File: src/rtl/hs_port_pkg.sv
package hs_port_pkg;
  typedef enum logic {
    RX_READY,
    RX_HELD
  } rx_state_e;

  typedef enum logic [1:0] {
    TX_IDLE,
    TX_SETUP,
    TX_STROBE,
    TX_RELEASE
  } tx_state_e;
endpackage

File: src/rtl/hs_sync.sv
module hs_sync #(
  parameter int          W       = 1,
  parameter int          STAGES  = 2,
  parameter logic [W-1:0] RST_VAL = '0
) (
  input  logic         clk_i,
  input  logic         rst_ni,
  input  logic [W-1:0] d_i,
  output logic [W-1:0] q_o
);
  logic [W-1:0] stg_q [STAGES];

  for (genvar s = 0; s < STAGES; s++) begin : g_stage
    always_ff @(posedge clk_i or negedge rst_ni) begin
      if (!rst_ni) stg_q[s] <= RST_VAL;
      else if (s == 0) stg_q[s] <= d_i;
      else stg_q[s] <= stg_q[(s > 0) ? s - 1 : 0];
    end
  end

  assign q_o = stg_q[STAGES-1];
endmodule

File: src/rtl/hs_rx.sv
module hs_rx
  import hs_port_pkg::*;
#(
  parameter int DATA_W = 8
) (
  input  logic              clk_i,
  input  logic              rst_ni,
  input  logic              en_i,
  input  logic              dav_n_s_i,
  input  logic [DATA_W-1:0] pad_i,
  input  logic              rd_i,
  output logic              rdy_o,
  output logic              valid_o,
  output logic [DATA_W-1:0] data_o
);
  rx_state_e         state_q;
  logic              dav_prev_q;
  logic              valid_q;
  logic [DATA_W-1:0] data_q;

  always_ff @(posedge clk_i or negedge rst_ni) begin
    if (!rst_ni) begin
      state_q    <= RX_READY;
      dav_prev_q <= 1'b1;
      valid_q    <= 1'b0;
      data_q     <= '0;
    end else begin
      dav_prev_q <= dav_n_s_i;
      if (!en_i) begin
        state_q <= RX_READY;
        valid_q <= 1'b0;
      end else begin
        case (state_q)
          RX_READY: begin
            if (dav_prev_q && !dav_n_s_i) begin
              data_q  <= pad_i;
              valid_q <= 1'b1;
              state_q <= RX_HELD;
            end
          end
          RX_HELD: begin
            if (rd_i) valid_q <= 1'b0;
            // release only once the CPU has consumed and the sender let go
            if (!valid_q && dav_n_s_i) state_q <= RX_READY;
          end
          default: state_q <= RX_READY;
        endcase
      end
    end
  end

  assign rdy_o   = en_i && (state_q == RX_READY);
  assign valid_o = valid_q;
  assign data_o  = data_q;
endmodule

File: src/rtl/hs_tx.sv
module hs_tx
  import hs_port_pkg::*;
#(
  parameter int DATA_W = 8
) (
  input  logic              clk_i,
  input  logic              rst_ni,
  input  logic              en_i,
  input  logic              wr_i,
  input  logic [DATA_W-1:0] wdata_i,
  input  logic              rdy_s_i,
  output logic [DATA_W-1:0] data_o,
  output logic              oe_o,
  output logic              dav_n_o,
  output logic              busy_o
);
  tx_state_e         state_q;
  logic [DATA_W-1:0] out_q;
  logic [DATA_W-1:0] pend_data_q;
  logic              pend_q;

  always_ff @(posedge clk_i or negedge rst_ni) begin
    if (!rst_ni) begin
      state_q     <= TX_IDLE;
      out_q       <= '0;
      pend_data_q <= '0;
      pend_q      <= 1'b0;
    end else if (!en_i) begin
      state_q <= TX_IDLE;
      pend_q  <= 1'b0;
    end else begin
      case (state_q)
        TX_IDLE: begin
          if (wr_i) begin
            out_q   <= wdata_i;
            state_q <= TX_SETUP;
          end else if (pend_q) begin
            out_q   <= pend_data_q;
            pend_q  <= 1'b0;
            state_q <= TX_SETUP;
          end
        end
        TX_SETUP:  if (rdy_s_i) state_q <= TX_STROBE;
        TX_STROBE: if (!rdy_s_i) state_q <= TX_RELEASE;
        TX_RELEASE: begin
          if (rdy_s_i) begin
            if (pend_q) begin
              out_q   <= pend_data_q;
              pend_q  <= 1'b0;
              state_q <= TX_SETUP;
            end else begin
              state_q <= TX_IDLE;
            end
          end
        end
        default: state_q <= TX_IDLE;
      endcase
      // a write during a transfer is parked; later writes overwrite it
      if (wr_i && state_q != TX_IDLE) begin
        pend_q      <= 1'b1;
        pend_data_q <= wdata_i;
      end
    end
  end

  assign data_o  = out_q;
  assign oe_o    = en_i;
  assign dav_n_o = !(en_i && state_q == TX_STROBE);
  assign busy_o  = (state_q != TX_IDLE) || pend_q;
endmodule

File: src/rtl/hs_port.sv
module hs_port #(
  parameter int DATA_W      = 8,
  parameter int SYNC_STAGES = 2
) (
  input  logic              clk_i,
  input  logic              rst_ni,
  input  logic              dir_out_i,
  input  logic              cpu_wr_i,
  input  logic [DATA_W-1:0] cpu_wdata_i,
  input  logic              cpu_rd_i,
  output logic [DATA_W-1:0] cpu_rdata_o,
  output logic              rx_valid_o,
  output logic              tx_busy_o,
  input  logic [DATA_W-1:0] pad_data_i,
  output logic [DATA_W-1:0] pad_data_o,
  output logic              pad_data_oe_o,
  input  logic              dav_n_i,
  output logic              dav_n_o,
  input  logic              rdy_i,
  output logic              rdy_o
);
  localparam int NSTB = 2;

  logic [NSTB-1:0] stb_s;
  logic            dav_n_s;
  logic            rdy_s;

  hs_sync #(
    .W      (NSTB),
    .STAGES (SYNC_STAGES),
    .RST_VAL({NSTB{1'b1}})
  ) i_sync (
    .clk_i (clk_i),
    .rst_ni(rst_ni),
    .d_i   ({dav_n_i, rdy_i}),
    .q_o   (stb_s)
  );

  assign dav_n_s = stb_s[1];
  assign rdy_s   = stb_s[0];

  hs_rx #(.DATA_W(DATA_W)) i_rx (
    .clk_i    (clk_i),
    .rst_ni   (rst_ni),
    .en_i     (!dir_out_i),
    .dav_n_s_i(dav_n_s),
    .pad_i    (pad_data_i),
    .rd_i     (cpu_rd_i),
    .rdy_o    (rdy_o),
    .valid_o  (rx_valid_o),
    .data_o   (cpu_rdata_o)
  );

  hs_tx #(.DATA_W(DATA_W)) i_tx (
    .clk_i  (clk_i),
    .rst_ni (rst_ni),
    .en_i   (dir_out_i),
    .wr_i   (cpu_wr_i),
    .wdata_i(cpu_wdata_i),
    .rdy_s_i(rdy_s),
    .data_o (pad_data_o),
    .oe_o   (pad_data_oe_o),
    .dav_n_o(dav_n_o),
    .busy_o (tx_busy_o)
  );
endmodule

File: config.mk
export PLATFORM = sky130hd
export DESIGN_NAME = hs_port
export DESIGN_NICKNAME = d
export VERILOG_FILES = /design/src/rtl/hs_port_pkg.sv /design/src/rtl/hs_sync.sv /design/src/rtl/hs_rx.sv /design/src/rtl/hs_tx.sv /design/src/rtl/hs_port.sv
export SDC_FILE = /design/constraint.sdc
export NUM_CORES = 1
export LEC_CHECK = 0
export BUFFER_PORTS_ARGS = -buffer_cell sky130_fd_sc_hd__clkbuf_2
export CORE_MARGIN = 2
export CORE_UTILIZATION = 25
export CTS_CLUSTER_SIZE = 12
export DETAILED_ROUTE_END_ITERATION = 6
export SETUP_SLACK_MARGIN = 0.05
export SYNTH_ARGS = -nofsm -noshare
export SYNTH_HDL_FRONTEND = slang
export SYNTH_SLANG_ARGS = --single-unit
File: constraint.sdc
create_clock -name clk_i -period 4.06 [get_ports clk_i]
set_clock_uncertainty 0.2 [all_clocks]
set_input_delay 0.406 -clock clk_i [delete_from_list [all_inputs] [get_ports clk_i]]
set_output_delay 0.406 -clock clk_i [all_outputs]
set_load 0.02 [all_outputs]
==> metrics.txt, run 1 <==
Maximum Capacitance Violations=0; first-pass GRT wire length=4.947 mm; synth top area cells=dfrtp_1 (49%), mux2_2 (12%), dfstp_2 (9.0%), a2bb2oi_1 (4.8%), ha_1 (4.3%); DRT iter0 DRCs=12; drt drc=0; area delta synth->final=26.11%; Tcrit/Tclk final=0.5062; relative slew slack=0.4354; Yosys warnings=0; Reg2Reg Launch Point=i_rx.dav_prev_q; final setup vio count=0; unrepaired setup endpoints after global routing=false; detail-routed via count per cell=4.338; IO Pins=44; Max VDD drop=0.0002712 V; share of layout cells above drive strength 1=0.4568; critical path's largest stage delay=0.59 ns; hpwl dp=2.149 mm; worst skew pair latency=0.28 ns; Die ar.=6494 sq um; Design Power=1.195 mW; outcome=completed; Worst Setup End Kind=flop; Setup Crit Path Kind=reg -> reg; Yosys top cell area share=0.4949; Critical Path Start=i_rx.dav_prev_q; Filler cells=555; dpl cell area=1738 sq um; CTS max path bufs=2; htree depth=2; biggest area consumer among synthesized cells=dfrtp_1; Final Max Slew Viols=0; Mapped Cells=114; final std cells w/o fill=~230; antenna-violating nets left=0; Vias=roughly 1.0k; # diodes=0; CTS tree=built; Final #Nets=189; core area=5574 sq um; setup TNS=0 ns; DR pass1 iterations=3; type of the most critical hold path=in -> async; Slowest-stage cell, CP=nor2b_1; most frequently used flop master after synthesis=dfrtp_1; most frequent cells in the layout=clkbuf_2 (43), dfrtp_1 (29), mux2_2 (16); IO Port Bufs=43; WL final=2.900 mm; EDFF count, synth=0; Die Y=80.59 um; post-layout minimum cycle time=2.055 ns; Die W=80.59 um; worst-path fanout max=8; LEAKAGE=0.8509 nW; CTS sink cnt=34; flop2flop setup slack=around 2 ns; global route total overflow=0; Arr. time, crit path=2.02 ns; initial antenna violation count=0; startpoint types=flop; All-Layer GR Usage=0.09983; post-route cell area=1849 sq um; Seq cells post-synth=34; R2R depth=3; num rows=27; Worst-Margin Slew=0.8468 ns; post_cts resized=0; WL/cell=12.39 um; largest net degree at the start of global routing=35; vias in the first global route=1016; Cell Area, Synth=1466 sq um; commonest non-fill, non-tap cell in the layout=clkbuf_2; Worst EP required=4.03 ns; CTS buffer count=5; Syn Area/Cell=12.86 sq um; sequential element share of the synthesized area=0.5845; Root Buffer=clkbuf_8; Starting Density=0.2631; final hold viol count=0; RR Endpoint=i_rx.data_o[3]; Distinct cells, synth=24; Cell Chain, Critical Path=nor3b_1 -> nor2b_1 -> mux2_2; ys async rst share=1.000; Mapped Nets=142; GPL Wtd Cong=0.7583; f_max=486.6 MHz; Cell Pwr Density=646.1 nW/um^2; Placed Instances=224; register clock-pin slew on the reported worst setup and hold paths=0.06 ns
[how the worst max path moves through the flow]
stage,end,slack [ns],cells after the start
final,i_rx.data_o[3],2.00,3
after global placement,i_rx.data_o[2],2.00,3
after floorplan,i_tx.data_o[0],2.23,6
after detailed placement,i_rx.data_o[3],2.00,3
after CTS,i_rx.data_o[3],1.97,3
after global routing,i_rx.data_o[3],1.87,3
[Yosys cell counts, types with 2 or more instances]
| library cell | count |
|---|---|
| nor2b_1 | 2 |
| ha_1 | 5 |
| o21ai_0 | 4 |
| dfrtp_1 | 29 |
| a21oi_1 | 3 |
| inv_1 | 4 |
| nand2b_1 | 2 |
| dfstp_2 | 5 |
| o22ai_1 | 9 |
| nor2_1 | 6 |
| a2bb2oi_1 | 8 |
| mux2_2 | 16 |
| buf_2 | 3 |
| nand3_1 | 2 |
| nand2_1 | 7 |
[worst max-delay path: cells and delay by family (launching register included)]
| family | cells | cell delay [ns] |
|---|---|---|
| muxes | 1 | 0.40 |
| and+or+nand+nor | 2 | 0.81 |
| DFF | 1 | 0.53 |
[registers in the layout, summed over array words and instances, names as in the netlist]
| register | count |
|---|---|
| i_tx.data_o | 8 |
| i_rx.data_o | 8 |
| i_rx.dav_prev_q | 1 |
| i_tx.pend_data_q | 8 |
| i_tx.state_q | 2 |
| i_rx.state_q | 1 |
| i_sync.q_o | 2 |
| i_rx.valid_o | 1 |
| i_tx.pend_q | 1 |
| i_sync.stg_q | 2 |
[power by group]
part | internal, mW | switching (mW)
sequential | 0.450 | 0.0635
combinational | 0.197 | 0.230
clock | 0.137 | 0.117
[stage by stage]
stage	worst slack, ns	utilization	hold WS (ns)
floorplan	2.233	-	-0.08959
global placement	1.996	0.3118	0.1466
detailed placement	1.999	0.3118	0.1491
CTS	1.971	0.3318	0.03603
global route	1.874	0.3318	0.07848
finish	2.005	0.3318	0.01915
[cell families after synthesis]
| logic type | share of synthesized area |
|---|---|
| flip-flops | 0.5845 |
| AO/OA/AOI/OAI | 0.1297 |
| AND/OR/NAND/NOR | 0.07679 |
| multiplexers | 0.1331 |
| buffers and inverters | 0.03327 |
| adder cells (fa/ha/maj) | 0.04266 |
[metal layers]
metal  global-route usage  up-vias  part of all wire  wire, um
met5                    0        -                 0         0
met4              0.04068        0             0.017        49
met3              0.04494        6             0.066       190
met2               0.1450       30              0.44      1287
met1               0.1284      481              0.47      1373
li1                     -      498                 -         -
[cell type report]
cell class / count / area (sq um) / share of cell area
Tap cell: 72 / 90.09 / 0.04871
Sequential cell: 34 / 857.1 / 0.4635
Inverter: 4 / 15.01 / 0.008119
Multi-Input combinational cell: 71 / 560.5 / 0.3031
Clock inverter: 1 / 5.005 / 0.002706
Clock buffer: 7 / 86.33 / 0.04668
Timing Repair Buffer: 45 / 235.2 / 0.1272
[timing repair]
item / in CTS / in global routing
setup endpoints to repair: 0 / 0
hold buffers: 2 / 0
buffers inserted: 0 / 0
endpoints found under the hold margin: 2 / 0
No activity file was read; power rests on OpenSTA's default activity.
==> inputs of run 2 (changes only) <==
==> constraint.sdc (replaced) <==
create_clock -name clk_i -period 1.7 [get_ports clk_i]
set_clock_uncertainty 0.2 [all_clocks]
set_input_delay 0.17 -clock clk_i [delete_from_list [all_inputs] [get_ports clk_i]]
set_output_delay 0.17 -clock clk_i [all_outputs]
set_load 0.02 [all_outputs]
==> run 2 against run 1 <==
- the flow now finishes with violations (negative setup slack)
- combinational power rose to 3.2 times the previous value
- die area unchanged
- register-to-register slack got worse by 2.0 ns
- worst setup slack lost 2.0 ns
- first-iteration DRC count increased to 2.8 times the previous value
- sequential cell count stayed put
- critical path depth up 3
- power grew to 2.7 times the previous value
- core utilization rose by 8.1 points
- critical path type unchanged
==> metrics.txt, run 2 (same netlist as run 1, synthesis figures left out) <==
outcome=finished, violations left; violated checks=negative setup slack; DRT iter0 DRCs=34; f_max=575.0 MHz; All-Layer GR Usage=0.1155; hpwl dp=roughly 2.4 mm; post-route cell area=2300 sq um; unrepaired setup endpoints after global routing=true; global route total overflow=0; type of the most critical hold path=in -> reg; DR pass1 iterations=4; relative slew slack=0.7054; Worst EP required=1.72 ns; clock share of power=0.195; LEAKAGE=1.086 nW; worst skew pair latency=approximately 0.29 ns; dpl cell area=1881 sq um; Power Internal=between 2 and 2.5 mW; IO Port Bufs=43; hold slack=just under 0.09 ns; combinational fraction of design power=0.418; initial antenna violation count=0; commonest non-fill, non-tap cell in the layout=clkbuf_2; Cell Pwr Density=1407 nW/um^2; Final #Nets=between 200 and 250; R2R depth=6; final setup vio count=9; Setup Crit Path Kind=reg -> reg; pre-CTS setup slack=-0.07617 ns; drt drc=0; worst-path fanout max=8; htree depth=2; antenna-violating nets left=0; Design Power=3.237 mW; # diodes=0; register clock-pin slew on the reported worst setup and hold paths=0.07 ns; Reg2Reg Launch Point=i_tx.state_q[0]; post-layout minimum cycle time=1.739 ns; number of instances on the worst hold path=4; largest net degree at the start of global routing=35; detail-routed via count per cell=4.291; final hold viol count=0; min-delay src=cpu_wr_i; num rows=27; sw frac=0.3437; GPL Wtd Cong=around 0.81; Die ar.=around 6500 sq um; share of layout cells above drive strength 1=0.5204; most frequent cells in the layout=clkbuf_2 (42), dfrtp_1 (28), dlygate4sd3_1 (20); Die W=a little over 80 um; flop2flop setup slack=-0.04 ns; CTS max path bufs=2; setup TNS=-0.1702 ns; Final Max Slew Viols=0; Final WS setup=-0.03927 ns; WL final=3.527 mm; Root Buffer=clkbuf_8; Worst-Margin Slew=0.4420 ns; Hold Crit Endpoint=i_tx.pend_q; startpoint types=flop; IO Pins=between 40 and 50; WL/cell=13.16 um; Tcrit/Tclk final=1.023; Starting Density=0.2631; core area=~5600 sq um; Arr. time, crit path=about 1.8 ns; Seq pwr share=0.387; area delta synth->final=56.83%; Worst Setup End Kind=flop; RR Endpoint=i_tx.data_o[6]; Vias=1150; switching pwr=1.112 mW; CTS buffer count=5; Critical Path Start=i_tx.state_q[0]; vias in the first global route=1150; CTS sink cnt=34; first-pass GRT wire length=5.609 mm; CTS tree=built; Max VDD drop=a little over 0.0008 V; Maximum Capacitance Violations=0; Die Y=between 80 and 90 um
## run 2: layout make-up
class / count / area [sq um]
inverter: 4 / 15.01
multi-input combinational: 71 / 680.7
fill: 536 / 3274
timing repair buffer: 79 / 560.5
clock buffer: 6 / 82.58
clock inverter: 2 / 12.51
tap: 72 / 90.09
sequential: 34 / 858.3
## run 2: worst max path at each step
| stage | depth (start not counted) | to | slack (ns) |
|---|---|---|---|
| 4_1_cts | 6 | i_tx.data_o[6] | -0.03 |
| 5_1_grt | 6 | i_tx.data_o[7] | -0.1 |
| 2_1_floorplan | 7 | i_tx.data_o[0] | -0.08 |
| 6_report | 6 | i_tx.data_o[6] | -0.04 |
| 3_3_place_gp | 4 | i_rx.data_o[2] | -0.06 |
| 3_5_place_dp | 4 | i_rx.data_o[0] | -0.08 |
## run 2: per-layer routing
layer | up-vias | track usage | share of wire
met5 | - | 0 | 0
met4 | 0 | 0.03559 | 0.012
met3 | 6 | 0.04157 | 0.070
met2 | 37 | 0.1858 | 0.47
met1 | 540 | 0.1447 | 0.45
li1 | 567 | - | -
## run 2: what timing repair did
action | 4_1_cts | 5_1_grt
pin swaps | 3 | 0
gates resized for setup | 15 | 10
endpoints found under the setup margin | 26 | 27
buffers inserted | 2 | 1
hold buffers | 20 | 0
endpoints found under the hold margin | 48 | 0
## run 2: per-stage QoR
stage	utilization	instances
6_report	0.4126	268
5_1_grt	0.4126	268
4_1_cts	0.4043	267
3_5_place_dp	0.3374	237
3_3_place_gp	0.3374	237
2_1_floorplan	-	114
## run 2: critical path, cell delays in order (launching register included)
cell,delay [ns]
dfrtp_1,0.43
inv_2,0.13
ha_4,0.14
mux2_4,0.14
and2_4,0.13
a21boi_4,0.30
a2bb2oi_1,0.20
## run 2: power by group through the flow
stage	combinational (mW)	sequential (mW)	clock (mW)
floorplan	0.625	1.39	0
global placement	1.16	1.25	0
detailed placement	1.18	1.25	0
CTS	1.27	1.25	0.657
global route	1.46	1.29	0.684
finish	1.35	1.25	0.632
==> inputs of run 3 (changes only) <==
--- a/config.mk
+++ b/config.mk
@@ -14,3 +14,4 @@
 export SYNTH_ARGS = -nofsm -noshare
 export SYNTH_HDL_FRONTEND = slang
 export SYNTH_SLANG_ARGS = --single-unit
+export TNS_END_PERCENT = 50
==> run 3 against run 2 <==
- the run still ends with negative setup slack left
- non-clock buffer count is the same
- worst setup slack is essentially flat
- highest routed layer unchanged
- final area is the same
- die area is the same
- sequential share of layout area is the same
- register-to-register slack is essentially flat
- final cell count is the same
- critical path depth is the same
- global-route usage is the same
- fmax is the same
==> metrics.txt, run 3 (same netlist as run 1, synthesis figures left out) <==
flop2flop setup slack=-0.04 ns; vias in the first global route=1150; Vias=around 1.2k; All-Layer GR Usage=0.1155; first-pass GRT wire length=5.609 mm; Worst EP required=1.72 ns; commonest non-fill, non-tap cell in the layout=clkbuf_2; Reg2Reg Launch Point=i_tx.state_q[0]; Die ar.=roughly 6500 sq um; Die W=80.59 um; core area=between 5000 and 6000 sq um; detail-routed via count per cell=roughly 4.3; min-delay src=cpu_wr_i; Max VDD drop=just over 0.0008 V; CTS buffer count=5; Root Buffer=clkbuf_8; final std cells w/o fill=268; htree depth=2; Placed Instances=237; hpwl dp=2.378 mm; WL/cell=13.16 um; Worst Setup End Kind=flop; final setup vio count=9; violated checks=negative setup slack; largest net degree at the start of global routing=35; RR Endpoint=i_tx.data_o[6]; Setup Crit Path Kind=reg -> reg; Arr. time, crit path=1.76 ns; Worst-Margin Slew=0.4420 ns; dpl cell area=1881 sq um; Starting Density=0.2631; Critical Path Start=i_tx.state_q[0]; worst-path fanout max=8; CTS tree=built; register clock-pin slew on the reported worst setup and hold paths=0.07 ns; initial antenna violation count=0; Final WS setup=-0.03927 ns; num rows=27; hold slack=between 0.08 and 0.09 ns; relative slew slack=0.7054; DR pass1 iterations=4; startpoint types=flop; outcome=finished, violations left; IO Pins=44; LEAKAGE=1.086 nW; type of the most critical hold path=in -> reg; utilization after layout=0.4126; final hold viol count=0; unrepaired setup endpoints after global routing=true; IO Port Bufs=43; Tcrit/Tclk final=1.023; CTS sink cnt=34; Final Max Slew Viols=0; post-layout minimum cycle time=around 1.7 ns; WL final=between 3 and 4 mm; share of layout cells above drive strength 1=0.5204; antenna-violating nets left=0; R2R depth=6; global route total overflow=0; Cell Pwr Density=1407 nW/um^2; CTS max path bufs=2; critical path endpoint=i_tx.data_o[6]; number of instances on the worst hold path=4; # diodes=0; worst skew pair latency=a little under 0.3 ns; GPL Wtd Cong=approximately 0.8; DRT iter0 DRCs=38; f_max=between 500 and 600 MHz; drt drc=0; post-route cell area=2300 sq um; most frequent cells in the layout=clkbuf_2 (42), dfrtp_1 (28), dlygate4sd3_1 (20); Maximum Capacitance Violations=0; Final #Nets=223; Die Y=a little over 80 um; area delta synth->final=56.83%
run 3: cell type report:
cell class	instances	area (sq um)
fill	536	3274
sequential	34	858.3
multi-input combinational	71	680.7
timing repair buffer	79	560.5
tap	72	90.09
clock buffer	6	82.58
inverter	4	15.01
clock inverter	2	12.51
run 3: metal layers:
metal | wire length [um] | up-vias | GRT usage
met2 | 1656 | 37 | 0.1858
met1 | 1581 | 540 | 0.1447
li1 | - | 567 | -
met3 | 246 | 6 | 0.04157
met4 | 42 | 0 | 0.03559
met5 | 0 | - | 0
run 3: power by group:
part / total [mW] / switching (mW) / internal [mW]
Sequential: 1.25 / 0.176 / 1.08
Combinational: 1.35 / 0.630 / 0.721
Clock: 0.632 / 0.306 / 0.325
Total: 3.24 / 1.11 / 2.12
run 3: stage by stage:
| stage | setup WS [ns] | power (mW) | setup TNS, ns |
|---|---|---|---|
| global route | -0.09583 | 3.428 | -1.220 |
| CTS | -0.03480 | 3.177 | -0.1969 |
| detailed placement | -0.07617 | 2.429 | -1.021 |
| finish | -0.03927 | 3.237 | -0.1702 |
| floorplan | -0.07533 | 2.017 | -0.6027 |
| global placement | -0.06424 | 2.409 | -0.5621 |
run 3: worst min-delay path by stage:
stage	end	slack, ns
final	i_tx.pend_q	0.09
after global routing	i_tx.pend_q	0.10
after CTS	i_tx.pend_q	0.07
after detailed placement	i_rx.data_o[7]	0.03
after global placement	i_rx.data_o[5]	0.03
after floorplan	i_rx.data_o[0]	-0.33
run 3: what timing repair did:
item | in CTS | in global routing
pin swaps | 2 | 1
buffers inserted | 2 | 1
hold endpoints to repair | 48 | 0
endpoints found under the setup margin | 26 | 27
resized for setup | 15 | 10
hold buffers | 20 | 0
run 3: worst max-delay path, stage by stage (launching register included):
cell       delay [ns]
dfrtp_1          0.43
inv_2            0.13
ha_4             0.14
mux2_4           0.14
and2_4           0.13
a21boi_4         0.30
a2bb2oi_1        0.20
